**config.mk**
```make
export PLATFORM = sky130hd
export DESIGN_NAME = sar_sequencer
export DESIGN_NICKNAME = d
export VERILOG_FILES = /design/src/rtl/sar_seq_pkg.sv /design/src/rtl/sar_bit_clock.sv /design/src/rtl/sar_approx_reg.sv /design/src/rtl/sar_acq_timer.sv /design/src/rtl/sar_sequencer.sv
export SDC_FILE = /design/constraint.sdc
export NUM_CORES = 1
export LEC_CHECK = 0
export ABC_AREA = 0
export BUFFER_PORTS_ARGS = -buffer_cell sky130_fd_sc_hd__buf_2
export CAP_MARGIN = 20
export CORE_UTILIZATION = 40
export CTS_BUF_LIST = sky130_fd_sc_hd__clkbuf_4 sky130_fd_sc_hd__clkbuf_8
export DETAILED_ROUTE_END_ITERATION = 7
export HOLD_SLACK_MARGIN = 0.15
export RECOVER_POWER = 100
export SETUP_SLACK_MARGIN = 0.15
export SLEW_MARGIN = 25
export SYNTH_ARGS = -nofsm -noshare
export SYNTH_HDL_FRONTEND = slang
export SYNTH_SLANG_ARGS = --single-unit
```
**constraint.sdc**
```tcl
create_clock -name clk -period 3 [get_ports clk]
set_input_delay 0.6 -clock clk [delete_from_list [all_inputs] [get_ports clk]]
set_output_delay 0.6 -clock clk [all_outputs]
set_load 0.02 [all_outputs]
```
**src/rtl/sar_seq_pkg.sv**
```systemverilog
package sar_seq_pkg;
  typedef enum logic [1:0] {
    ST_IDLE = 2'd0,
    ST_CONV = 2'd1,
    ST_ACQ  = 2'd2
  } seq_state_t;
endpackage

```
**src/rtl/sar_bit_clock.sv**
```systemverilog
module sar_bit_clock #(
  parameter int CLK_DIV = 4
) (
  input  logic clk,
  input  logic rst_n,
  input  logic restart,
  input  logic run,
  output logic tick
);
  localparam int DIV_W = (CLK_DIV > 1) ? $clog2(CLK_DIV) : 1;
  localparam logic [DIV_W-1:0] DIV_LAST = DIV_W'(CLK_DIV - 1);

  logic [DIV_W-1:0] cnt_q, cnt_d;

  assign tick = run && (cnt_q == DIV_LAST);

  always_comb begin
    cnt_d = cnt_q;
    if (restart)   cnt_d = '0;
    else if (tick) cnt_d = '0;
    else if (run)  cnt_d = cnt_q + 1'b1;
  end

  always_ff @(posedge clk or negedge rst_n) begin
    if (!rst_n) cnt_q <= '0;
    else        cnt_q <= cnt_d;
  end

  a_r2_tick_spacing: assert property (@(posedge clk) disable iff (!rst_n)
    (tick && !restart) |=> !tick || (CLK_DIV == 1));
endmodule

```
**src/rtl/sar_approx_reg.sv**
```systemverilog
module sar_approx_reg #(
  parameter int RES_W   = 12,
  parameter int SHORT_W = 8
) (
  input  logic             clk,
  input  logic             rst_n,
  input  logic             clear,
  input  logic             short_in,
  input  logic             step,
  input  logic             comp_lt,
  output logic [RES_W-1:0] trial,
  output logic [RES_W-1:0] decided,
  output logic             last_bit,
  output logic             short_mode
);
  localparam int IDX_W = $clog2(RES_W);
  localparam logic [IDX_W-1:0] IDX_TOP  = IDX_W'(RES_W - 1);
  localparam logic [IDX_W-1:0] IDX_SHRT = IDX_W'(RES_W - SHORT_W);

  logic [RES_W-1:0] sar_q, sar_d;
  logic [IDX_W-1:0] ptr_q, ptr_d;
  logic             short_q, short_d;
  logic [RES_W-1:0] bit_mask;

  assign bit_mask   = RES_W'(1) << ptr_q;
  assign trial      = sar_q | bit_mask;
  assign decided    = comp_lt ? (sar_q | bit_mask) : sar_q;
  assign last_bit   = (ptr_q == (short_q ? IDX_SHRT : '0));
  assign short_mode = short_q;

  always_comb begin
    sar_d   = sar_q;
    ptr_d   = ptr_q;
    short_d = short_q;
    if (clear) begin
      sar_d   = '0;
      ptr_d   = IDX_TOP;
      short_d = short_in;
    end else if (step) begin
      sar_d = decided;
      if (!last_bit) ptr_d = ptr_q - 1'b1;
    end
  end

  always_ff @(posedge clk or negedge rst_n) begin
    if (!rst_n) begin
      sar_q   <= '0;
      ptr_q   <= '0;
      short_q <= 1'b0;
    end else begin
      sar_q   <= sar_d;
      ptr_q   <= ptr_d;
      short_q <= short_d;
    end
  end

  // each decision moves exactly one bit down
  a_r2_ptr_descends: assert property (@(posedge clk) disable iff (!rst_n)
    (step && !clear && !last_bit) |=> (ptr_q == $past(ptr_q) - 1'b1));
  // short mode stays fixed between starts
  a_r4_short_latched: assert property (@(posedge clk) disable iff (!rst_n)
    !clear |=> $stable(short_q));
endmodule

```
**src/rtl/sar_acq_timer.sv**
```systemverilog
module sar_acq_timer #(
  parameter int ACQ_CYCLES = 8
) (
  input  logic clk,
  input  logic rst_n,
  input  logic load,
  input  logic run,
  output logic expired
);
  localparam int CNT_W = (ACQ_CYCLES > 1) ? $clog2(ACQ_CYCLES) : 1;
  localparam logic [CNT_W-1:0] CNT_INIT = CNT_W'(ACQ_CYCLES - 1);

  logic [CNT_W-1:0] cnt_q, cnt_d;

  assign expired = run && (cnt_q == '0);

  always_comb begin
    cnt_d = cnt_q;
    if (load)                     cnt_d = CNT_INIT;
    else if (run && cnt_q != '0)  cnt_d = cnt_q - 1'b1;
  end

  always_ff @(posedge clk or negedge rst_n) begin
    if (!rst_n) cnt_q <= '0;
    else        cnt_q <= cnt_d;
  end

  initial begin
    a_r7_acq_min: assert (ACQ_CYCLES >= 1);
  end
endmodule

```
**src/rtl/sar_sequencer.sv**
```systemverilog
module sar_sequencer
  import sar_seq_pkg::*;
#(
  parameter int RES_W      = 12,
  parameter int SHORT_W    = 8,
  parameter int CLK_DIV    = 4,
  parameter int ACQ_CYCLES = 8
) (
  input  logic             clk,
  input  logic             rst_n,
  input  logic             start,
  input  logic             short_cycle,
  input  logic             comp_lt,
  output logic [RES_W-1:0] trial_code,
  output logic [RES_W-1:0] result,
  output logic             hold,
  output logic             busy,
  output logic             eoc,
  output logic             data_ready
);
  localparam int LOW_W = RES_W - SHORT_W;

  seq_state_t       state_q, state_d;
  logic             accept, tick, finish, acq_done;
  logic             last_bit, short_mode;
  logic [RES_W-1:0] trial, decided;
  logic [RES_W-1:0] result_q, result_d;
  logic             eoc_q, eoc_d, rdy_q, rdy_d;

  assign accept = (state_q == ST_IDLE) && start;
  assign finish = (state_q == ST_CONV) && tick && last_bit;

  sar_bit_clock #(.CLK_DIV(CLK_DIV)) u_bitclk (
    .clk(clk), .rst_n(rst_n), .restart(accept),
    .run(state_q == ST_CONV), .tick(tick)
  );

  sar_approx_reg #(.RES_W(RES_W), .SHORT_W(SHORT_W)) u_sar (
    .clk(clk), .rst_n(rst_n), .clear(accept), .short_in(short_cycle),
    .step(tick), .comp_lt(comp_lt), .trial(trial), .decided(decided),
    .last_bit(last_bit), .short_mode(short_mode)
  );

  sar_acq_timer #(.ACQ_CYCLES(ACQ_CYCLES)) u_acq (
    .clk(clk), .rst_n(rst_n), .load(finish),
    .run(state_q == ST_ACQ), .expired(acq_done)
  );

  always_comb begin
    state_d  = state_q;
    result_d = result_q;
    eoc_d    = 1'b0;
    rdy_d    = rdy_q;
    case (state_q)
      ST_IDLE: if (start) begin
        state_d = ST_CONV;
        rdy_d   = 1'b0;
      end
      ST_CONV: if (finish) begin
        state_d  = ST_ACQ;
        result_d = decided;
        eoc_d    = 1'b1;
        rdy_d    = 1'b1;
      end
      ST_ACQ: if (acq_done) state_d = ST_IDLE;
      default: state_d = ST_IDLE;
    endcase
  end

  always_ff @(posedge clk or negedge rst_n) begin
    if (!rst_n) begin
      state_q  <= ST_IDLE;
      result_q <= '0;
      eoc_q    <= 1'b0;
      rdy_q    <= 1'b0;
    end else begin
      state_q  <= state_d;
      result_q <= result_d;
      eoc_q    <= eoc_d;
      rdy_q    <= rdy_d;
    end
  end

  assign hold       = (state_q == ST_CONV);
  assign busy       = (state_q != ST_IDLE);
  assign trial_code = hold ? trial : '0;
  assign result     = result_q;
  assign eoc        = eoc_q;
  assign data_ready = rdy_q;

  a_r1_first_trial: assert property (@(posedge clk) disable iff (!rst_n)
    $rose(hold) |-> (trial_code == (RES_W'(1) << (RES_W - 1))));
  a_r5_no_restart: assert property (@(posedge clk) disable iff (!rst_n)
    (hold && start) |=> busy);
  a_r6_hold_in_busy: assert property (@(posedge clk) disable iff (!rst_n)
    hold |-> busy);
  a_r6_eoc_single: assert property (@(posedge clk) disable iff (!rst_n)
    eoc |=> !eoc);
  a_r8_result_frozen: assert property (@(posedge clk) disable iff (!rst_n)
    !$stable(result) |-> eoc);
  a_r4_low_zero: assert property (@(posedge clk) disable iff (!rst_n)
    (eoc && short_mode) |-> (result[LOW_W-1:0] == '0));
  a_r7_ready_first: assert property (@(posedge clk) disable iff (!rst_n)
    $fell(busy) |-> (data_ready && !hold));
endmodule

```
==> results.md <==
- Hold Buf Count CTS: 0
- YS warnings: 0
- Max-cap violations: 1
- Synth area leaders: dfrtp_1 48%, mux2i_1 8.2%, a21oi_1 6.1%
- Final setup violating endpoints: 0
- Clock root buffer: clkbuf_8
- Crit path DAT: around 1900 ps
- Drt pass-1 iters: 4
- Fraction of layout cells with a size suffix above 1: 8.33%
- Leak: between 1 and 1.5 nW
- Global-route wire length before repair: ~6700 um
- Compound-gate portion of the synthesized area: 13.0%
- Outcome: finished, violations left
- Synth Area in XOR/XNOR: ~1.7%
- CP Max Fanout: 13
- Post-synth design cell area: 1960 um2
- Initial Utilization: between 40% and 50%
- Most frequent cell after synthesis: dfrtp_1
- Row cnt: 25
- Pre-CTS WS: 865 ps
- Core ar.: roughly 4700 um2
- Grt met1 use: between 20% and 30%
- Crit path kind: register to primary output
- Routed WL: just over 4000 um
- Post-Place Cell Area: 2140 um2
- Tmin final: 2520 ps
- Post-CTS sizing: 0
- M3 GR Usage: under 10%
- Post-placement cell count: between 200 and 300
- Max_slew headroom: -35.8%
- Post-synth top cells: 38 x dfrtp_1, 30 x nor2_1, 24 x a21oi_1, 18 x inv_1, 16 x mux2i_1
- Peak VDD IR: about 0.35 mV
- Setup crit end kind: primary output
- Setup WS post-layout: between 400 and 500 ps
- Register bit total from synthesis: 38
- FILL cells: ~490
- I/O Pins: 33
- CTS tree: yes
- Post-DP HPWL: 2880 um
- Largest net degree at the start of global routing: 39
- Yosys top cell area share: about 48%
- Largest family of logic cells by synthesized area: simple AND/OR/NAND/NOR gates
- Syn Area/Cell: 9.87 um2
- Tcrit/Tclk final: 84.0%
- RSZ-0062 raised after global routing: no
- WL/cell: between 10 and 15 um
- Fraction of synthesized area in multiplexers: around 8.2%
- FF-to-FF path depth: 6
- # port buffers: 32
- Simple-gate area share of the yosys netlist: around 16%
- Async SR Flop Fraction: 100%
- HP Class: register to register
- Gr usage total: 17.1%
- CTS clk-pin slew, worst paths: 70 ps
- Fin Setup TNS: 0 ps
- Total grt overflow: 0
- CP Launch Type: register
- Max frequency: 397 MHz
- Area share of fa/ha/maj cells after synthesis: 5.10%
- EDFF count, synth: 0
- Vias in the first global route: ~1.4k
- Layer with the highest usage: met2
- Failing checks: max-capacitance violations, max-slew violations
- Clock Skew: 6.12 ps
- Clock Sinks: 38
- Post-synthesis cell type count: 31
- Final net count: 240
- DR vias: around 1.5k
- Post-route cell area: 2210 um2
- DR iter-0 viols: 76
- Htree depth: 2
- Via density: between 4 and 5
- Final Slew Violations: 39
- Non-Filler Instances: 295
- Synthesis-to-layout area growth: 12.3%
- Die ar.: about 5200 um2
- Post-synth top flop: dfrtp_1
- Final Power: ~0.0024 W
- Initial antenna violation count: 0
- Clock latency on the worst-skew pair: just under 300 ps
- Hold depth: 1
- Die H: just over 70 um
- Largest area contributor in the netlist: dfrtp_1
- Post-synthesis sequential area ratio: between 40% and 50%
- Post-Syn Nets: ~210
- Die X: between 70 and 80 um
- Met2 usage: a little over a quarter
- Antenna cells: 0
- Cell count after synthesis: between 150 and 200
- Pwr per Cell Area: between 1000 and 1500 nW/um2
- Req. time, crit path: around 2400 ps
- Residual DRC: 0
- GP Congestion: 0.758
- Final hold viol count: 0
- Inserted Clock Buffers: 5
- Final ANT Viol Nets: 0
- Clock tree buffer depth: 2
- Slew @ Worst Pin: slightly above 2000 ps
- Post-CTS Setup Inserts: 0
cell usage in the layout (no fill, tap or decap), types with 4 or more instances in the layout:
cell type  synthesis  layout
a31oi_1            8       8
clkbuf_1           9      31
dfrtp_1           38      38
and2_0             0       4
a41oi_1            4       4
inv_1             18      18
a21oi_1           24      24
nand2_1            6       6
nor2_1            30      30
nand2b_1           4       4
clkbuf_8           0       8
ha_1               8       8
mux2i_1           16      16
worst paths after layout:
check                          startpoint             to  slack, ps
min in group asynchronous           rst_n      result[1]        880
setup reg to reg           u_sar.ptr_q[0]      result[7]        850
hold reg to reg                data_ready     data_ready        480
hold / removal                 data_ready     data_ready        480
setup / recovery           u_sar.ptr_q[2]  trial_code[6]        480
max in group asynchronous           rst_n     result[10]        950
cells by family (layout without fill, tap and decap cells):
logic type | Yosys count | count (layout)
DFF | 38 | 38
muxes | 16 | 16
AOI/OAI and AO/OA | 43 | 43
xor gates and xnor gates | 3 | 3
and+or+nand+nor | 59 | 59
buffers and inverters | 32 | 61
adders and majority gates | 8 | 8
cell type report:
cell class | count | area, um2 | area share [%]
Sequential cell | 38 | 951 | 43.1
Multi-Input combinational cell | 129 | 855 | 38.7
Timing Repair Buffer | 35 | 139 | 6.30
Clock buffer | 8 | 110 | 4.99
Tap cell | 67 | 83.8 | 3.80
Inverter | 18 | 67.6 | 3.06
critical path, cell delays in order (launching register included):
cell and delay (ps):
dfrtp_1 610, nor2b_1 530, a21oi_1 140, nor2_1 100, clkbuf_1 250
state kept, by name, summed over array words and instances (netlist names):
name	count
state_q	2
u_sar.short_mode	1
data_ready	1
u_sar.ptr_q	4
result	12
eoc	1
u_sar.sar_q	12
u_acq.cnt_q	3
u_bitclk.cnt_q	2
report_power, final:
group	switching (W)	internal, W
sequential	0.000171	0.000707
combinational	0.000737	0.000375
clock	0.000177	0.000232
layer usage:
metal	up-vias	wire, um
met1	686	2030
li1	725	-
met5	-	0
met4	0	65
met3	6	180
met2	40	1870
through the flow:
stage | hold WS [ps] | util (%)
5_1_grt | 507 | 46.7
6_report | 478 | 46.7
3_5_place_dp | 460 | 45.4
4_1_cts | 449 | 47.7
2_1_floorplan | 304 | -
3_3_place_gp | 457 | 45.4
(Power assumes the default switching activity.)
